`config.mk`:
```
export PLATFORM = sky130hd
export DESIGN_NAME = wp_unlock_seq
export DESIGN_NICKNAME = d
export VERILOG_FILES = /design/src/rtl/wp_unlock_seq.sv
export SDC_FILE = /design/constraint.sdc
export NUM_CORES = 1
export LEC_CHECK = 0
export BUFFER_PORTS_ARGS = -buffer_cell sky130_fd_sc_hd__buf_2
export CAP_MARGIN = 20
export CORE_AREA = 2 2 46 48
export CTS_BUF_LIST = sky130_fd_sc_hd__clkbuf_16
export CTS_CLUSTER_SIZE = 24
export DETAILED_ROUTE_END_ITERATION = 8
export DIE_AREA = 0 0 48 50
export PLACE_DENSITY = 0.78
export SETUP_SLACK_MARGIN = 0.4
export SLEW_MARGIN = 20
export SYNTH_ARGS = -nofsm -noshare
export SYNTH_HDL_FRONTEND = slang
export SYNTH_SLANG_ARGS = --single-unit
```
`constraint.sdc`:
```
create_clock -name clk -period 2.3 [get_ports clk]
set_clock_uncertainty 0.2 [all_clocks]
set_input_delay 0.23 -clock clk [delete_from_list [all_inputs] [get_ports clk]]
set_output_delay 0.23 -clock clk [all_outputs]
set_load 0.02 [all_outputs]
```
`src/rtl/wp_unlock_seq.sv`:
```
module wp_unlock_seq #(
  parameter int unsigned ADDR_W     = 16,
  parameter int unsigned DATA_W     = 8,
  parameter int unsigned TWC_CYCLES = 8
) (
  input  logic              clk,
  input  logic              rst_n,
  input  logic              wr_en,
  input  logic [ADDR_W-1:0] wr_addr,
  input  logic [DATA_W-1:0] wr_data,
  output logic              locked_o,
  output logic              wr_ok_o,
  output logic              busy_o
);
  localparam int unsigned CMP_W  = 15;
  localparam int unsigned CNT_W  = $clog2(TWC_CYCLES + 1);
  localparam int unsigned LAST   = 5;
  localparam logic [CMP_W-1:0] A_HI = 15'h5555;
  localparam logic [CMP_W-1:0] A_LO = 15'h2AAA;

  function automatic logic [CMP_W-1:0] step_addr(input logic [2:0] s);
    case (s)
      3'd1, 3'd4: step_addr = A_LO;
      default:    step_addr = A_HI;
    endcase
  endfunction

  function automatic logic [DATA_W-1:0] step_data(input logic [2:0] s);
    case (s)
      3'd0, 3'd3: step_data = DATA_W'(8'hAA);
      3'd1, 3'd4: step_data = DATA_W'(8'h55);
      3'd2:       step_data = DATA_W'(8'h80);
      default:    step_data = DATA_W'(8'h20);
    endcase
  endfunction

  logic [2:0]       step_q;
  logic [CNT_W-1:0] tmr_q;
  logic             lock_q;

  wire [CMP_W-1:0] a_cmp  = wr_addr[CMP_W-1:0];
  wire hit_step  = wr_en && a_cmp == step_addr(step_q) && wr_data == step_data(step_q);
  wire hit_first = wr_en && a_cmp == A_HI && wr_data == step_data(3'd0);
  wire seq_done  = hit_step && step_q == 3'(LAST);

  always_ff @(posedge clk) begin
    if (!rst_n) begin
      step_q <= '0;
    end else if (wr_en) begin
      if (hit_step)       step_q <= seq_done ? 3'd0 : step_q + 3'd1;
      else if (hit_first) step_q <= 3'd1;
      else                step_q <= 3'd0;
    end
  end

  always_ff @(posedge clk) begin
    if (!rst_n) begin
      tmr_q  <= '0;
      lock_q <= 1'b1;
    end else begin
      if (seq_done)           tmr_q <= CNT_W'(TWC_CYCLES);
      else if (tmr_q != '0)   tmr_q <= tmr_q - CNT_W'(1);
      if (!seq_done && tmr_q == CNT_W'(1)) lock_q <= 1'b0;
    end
  end

  assign locked_o = lock_q;
  assign busy_o   = tmr_q != '0;
  assign wr_ok_o  = wr_en && !lock_q;
endmodule

```
* Word-level counts from Yosys, hierarchy flattened *
Cells that the tools add are included.

word-level totals
  bits of input ports = 27
  output and inout port bits = 3
  word-level logic and storage cells = 39
  flip-flop bits (word level) = 8

cells by class
  equal/unequal tests = 10
  multiplexer cells = 7
  $add $sub $neg = 2
  bitwise gates (word level) = 1
  reduce and logical (&&, ||, !) cells = 15

operator list
  operator                count
  $pmux W8 S3             1
  $eq A15 B15 Y1          1
  $eq A15 B15 Y1 const B  1
  $mux W15                1
  $eq A8 B8 Y1            1
  $eq A8 B8 Y1 const B    1
  $mux W4                 2
  $logic_and A1 B1 Y1     7
  $eq A3 B2 Y1 const B    2
  $eq A3 B3 Y1 const B    2
  $mux W3                 2
  $reduce_or A2 Y1        3
  $eq A4 B1 Y1 const B    1
  $reduce_bool A4 Y1      1
  $sub A4 B1 Y4 const B   1
  $add A3 B1 Y3 const B   1
  $eq A3 B1 Y1 const B    1
  $logic_not A3 Y1        1
  $logic_not A1 Y1        2
  $reduce_bool A2 Y1      1
  $mux W1                 1
  $not A1 Y1              1

* Longest topological paths before layout *
  depth in word-level cells = 9
  mapped depth = 7
  depth with buffers taken out = 7

* Worst setup path after synthesis *
No wires, ideal clock.

  path type = register -> register
  start = register step_q[0]
  end = register tmr_q[2]
  path slack = 0.067 ns
  required time = 1.983 ns
  period minus slack after synthesis = 2.233 ns
  library setup time = 0.117 ns
  cell stages (with the launch flop) = 8
  path buffers = 0
  arrival time = 1.916 ns
  cell sequence = dfxtp_1 -> inv_1 -> ha_1 -> mux2i_2 -> xor2_1 -> o311a_4 -> nor4_4 -> and4b_1

on the way
  word-level cells in the longest chain between the ends = 8
  elaborated cells between the ends (all ways) = 16
  those cells by class = 7 x eq/ne; 2 x mux; 7 x reduce/logical

RTL lines
  element                                              line    source
  from (decl)                                          37      logic [2:0] step_q;
  from (signal assigned)                               50      if (hit_step) step_q <= seq_done ? 3'd0 : step_q + 3'd1;
  $eq A3 B1 Y1 / $eq A3 B3 Y1 (equally long branches)  22, 29
  $reduce_or A2 Y1                                     22, 29
  $mux W15                                             22      case (s)
  $eq A15 B15 Y1                                       42      wire hit_step = wr_en && a_cmp == step_addr(step_q) && wr_data == step_data(step_q);
  $logic_and A1 B1 Y1 (2 in series)                    42
  $logic_and A1 B1 Y1 (*)                              44      wire seq_done = hit_step && step_q == 3'(LAST);
  $reduce_or A2 Y1 (no line) (*)                       n/a
  to (signal assigned)                                 61      if (seq_done) tmr_q <= CNT_W'(TWC_CYCLES);
  to (signal assigned)                                 62      else if (tmr_q != '0) tmr_q <= tmr_q - CNT_W'(1);
  to (decl)                                            38      logic [CNT_W-1:0] tmr_q;

Mark *: on every way between the ends. The rest lies on a longest branch, timed or not.
A chain may end at the register's enable or synchronous reset.

* Worst setup path after layout *
Ends and elaborated chain as after synthesis.

==> out/summary.txt <==
Outcome: completed
Rows: 16
Setup TNS: 0 ns
Worst-path fanout max: 5
Power share of the clock group: 37.0%
Pwr Density: 675.8 nW/um^2
H-tree levels: 1
Maxcap violations: 0
Required @ worst endpoint: 2.22 ns
Warning count from the yosys run: 0
Vias: 823
Met1 Use GR: 17.40%
Pre-antenna DRT Iters: 4
GR peak layer: met2
Psw: 258.2 uW
Avg WL per Cell: 13.52 microns
RSZ-0062 raised after global routing: true
Post-DP HPWL: 1.502 mm
Placer's final routability congestion estimate: 0.6980
Most common cell after layout, fill and taps aside: buf_2
Seq pwr share: 25.9%
# IOs: 30
Critical path arrival: 2.07 ns
CTS Buf Count: 3
Vias/cell: 5.414
Synth Area per Inst: 8.787 sq um
Clock root cell: clkbuf_16
WP depth: 7
Worst path cell trace: inv_4, ha_1, mux2_2, nor3_2, o22ai_2, nor4_4, and4b_1
Initial antenna violation count: 0
Tmin final: 2.154 ns
Clk_lat worst skew: 0.23 ns
Startpoint Class: register
Kind of critical path: register to register
Final setup viols: 0
Number of distinct library cells after synthesis: 36
Hold crit path type: primary input to register
DP Worst Slack: 0.1360 ns
Slowest stage cell, crit path: dfxtp_4
Nets: 163
Routed wire length: 2.055 mm
Switching share of power: 32.52%
Combinational group share of total power: 37.0%
Sink Count: 8
Critical path launch point: step_q[0]
Synth async-reset ratio: 0%
Setup WS post-layout: 0.1457 ns
Worst Max-Slew Pin Slew: 0.4510 ns
CTS tree: built
Critical Path End Type: register
Fmax: 464.2 MHz
EDFF count, synth: 0
Period utilization: 93.66%
Final Core Density: 61.78%
Crit path to: tmr_q[2]
GRT Residual Overflow: 0
Vias in the first global route: 789
Seq/Total Area, Yosys: 20.95%
Main synth FF type: dfxtp_1
Area growth syn-to-layout: 53.68%
DRC Markers: 0
P_leak: 0.0005537 uW
Core area: 1902 sq um
Die Ht: 50 microns
R2r endpoint: tmr_q[2]
Pins Over Slew Limit: 0
Worst VDD drop: 0.6965 mV
Die area: 2400 sq um
Flop2flop setup slack: 0.15 ns
Final hold vios: 0
Mapped cell area: 764.5 sq um
Worst Reg2Reg Path Length in Cells: 7
Count of buffer and inverter cells on the critical path: 1
Met2 usage: 35.33%
Initial drt markers: 11
Worst flop-to-flop path startpoint: step_q[0]
CTS clk-pin slew, worst paths: 0.04 ns
Number of cells on the worst hold path: 4
Synth Register Bits: 8
Slew HR: 69.80%
Largest net degree at the start of global routing: 13
Die Width: 48 microns
Initial core utilization: 40.20%
Worst path top cell family by delay: simple AND/OR/NAND/NOR gates
Pint: 535.8 uW
Port buffer count: 28
Layout cells sized above 1: 48.00%
Clock Tree Buf Depth: 2
DRT antenna net count: 0
Global-route wire length before repair: 3.153 mm
Ant diodes: 0
M3 GR Usage: 2.564%
Total GRT Usage: 17.71%
Max incr delay on CP: 0.39 ns
Cells after synthesis: 87
Most frequent cells in the layout: 28 x buf_2, 7 x nand2_1, 7 x buf_4
Syn_nets: 124
## area by class of cell
cell class                      instances  area [sq um]
Timing Repair Buffer                   36         212.7
Multi-Input combinational cell         71         655.6
Clock buffer                            3         75.07
Fill cell                             162         726.9
Clock inverter                          1         3.754
Tap cell                               27         33.78
Inverter                                6         27.53
Sequential cell                         8         166.4
## Yosys cell counts, drive strengths merged, types with 2 or more instances
cell | count | share of area (%)
dfxtp | 8 | 21
nor2b | 3 | 2.5
xor2 | 2 | 2.3
a41o | 3 | 3.9
nand2 | 7 | 3.4
nand4 | 6 | 4.9
mux2i | 2 | 3.1
nand3b | 3 | 2.9
ha | 10 | 16
nor3b | 3 | 2.9
inv | 6 | 2.9
nor2 | 4 | 2.0
nor4 | 8 | 8.5
nor3 | 3 | 2.6
## routing by layer
layer  part of all wire (%)  routed length [microns]  vias up
li1                       -                        -      409
met1                     41                      843      382
met2                     54                     1107       30
met3                    4.4                       91        2
met4                   0.68                       14        0
met5                      0                        0        -
## what timing repair did
item | in CTS | in global routing
gates resized for setup | 2 | 4
setup endpoints to repair | 8 | 8
pin swaps | 9 | 5
setup buffers | 3 | 4
hold buffers | 0 | 0
endpoints found under the hold margin | 0 | 0
## flip-flops by register name, summed over array words and instances (netlist names)
| signal | count |
|---|---|
| tmr_q | 4 |
| step_q | 3 |
| locked_o | 1 |
## worst reg2reg max path, stage by stage (launching register included)
cell and delay [ns]:
dfxtp_4 0.39, inv_4 0.06, ha_1 0.21, mux2_2 0.30, nor3_2 0.15, o22ai_2 0.15
nor4_4 0.36, and4b_1 0.23
## logic make-up after synthesis
logic type / count (synthesis) / share of synthesized area, %
AOI/OAI and AO/OA: 12 / 14.57
and+or+nand+nor: 43 / 35.68
xor gates and xnor gates: 3 / 3.438
DFF: 8 / 20.95
muxes: 3 / 4.582
adders and majority gates: 10 / 16.37
buffers and inverters: 8 / 4.419
## worst min path at each step
stage | start | to | slack [ns]
after detailed placement | locked_o | locked_o | 0.34
after CTS | wr_data[6] | step_q[0] | 0.12
after floorplan | wr_data[6] | step_q[0] | 0.20
final | wr_data[6] | step_q[0] | 0.12
after global routing | wr_data[6] | step_q[0] | 0.13
after global placement | locked_o | locked_o | 0.34
## power by group through the flow
stage	Combinational [uW]	Sequential (uW)	Clock, uW
3_3_place_gp	267	206	0
3_5_place_dp	277	206	0
5_1_grt	333	210	306
6_report	294	206	294
2_1_floorplan	192	209	0
4_1_cts	292	206	295
## through the flow
stage | instances | instance area [sq um] | total power (uW) | hold slack (ns)
3_3_place_gp | 141 | 1002 | 472.7 | 0.3371
2_1_floorplan | 87 | 832.0 | 400.9 | 0.2012
3_5_place_dp | 141 | 1002 | 483.4 | 0.3368
6_report | 152 | 1175 | 793.9 | 0.1201
5_1_grt | 152 | 1175 | 848.3 | 0.1308
4_1_cts | 148 | 1127 | 792.8 | 0.1196
Note: power is estimated with default switching activity, not from simulation.
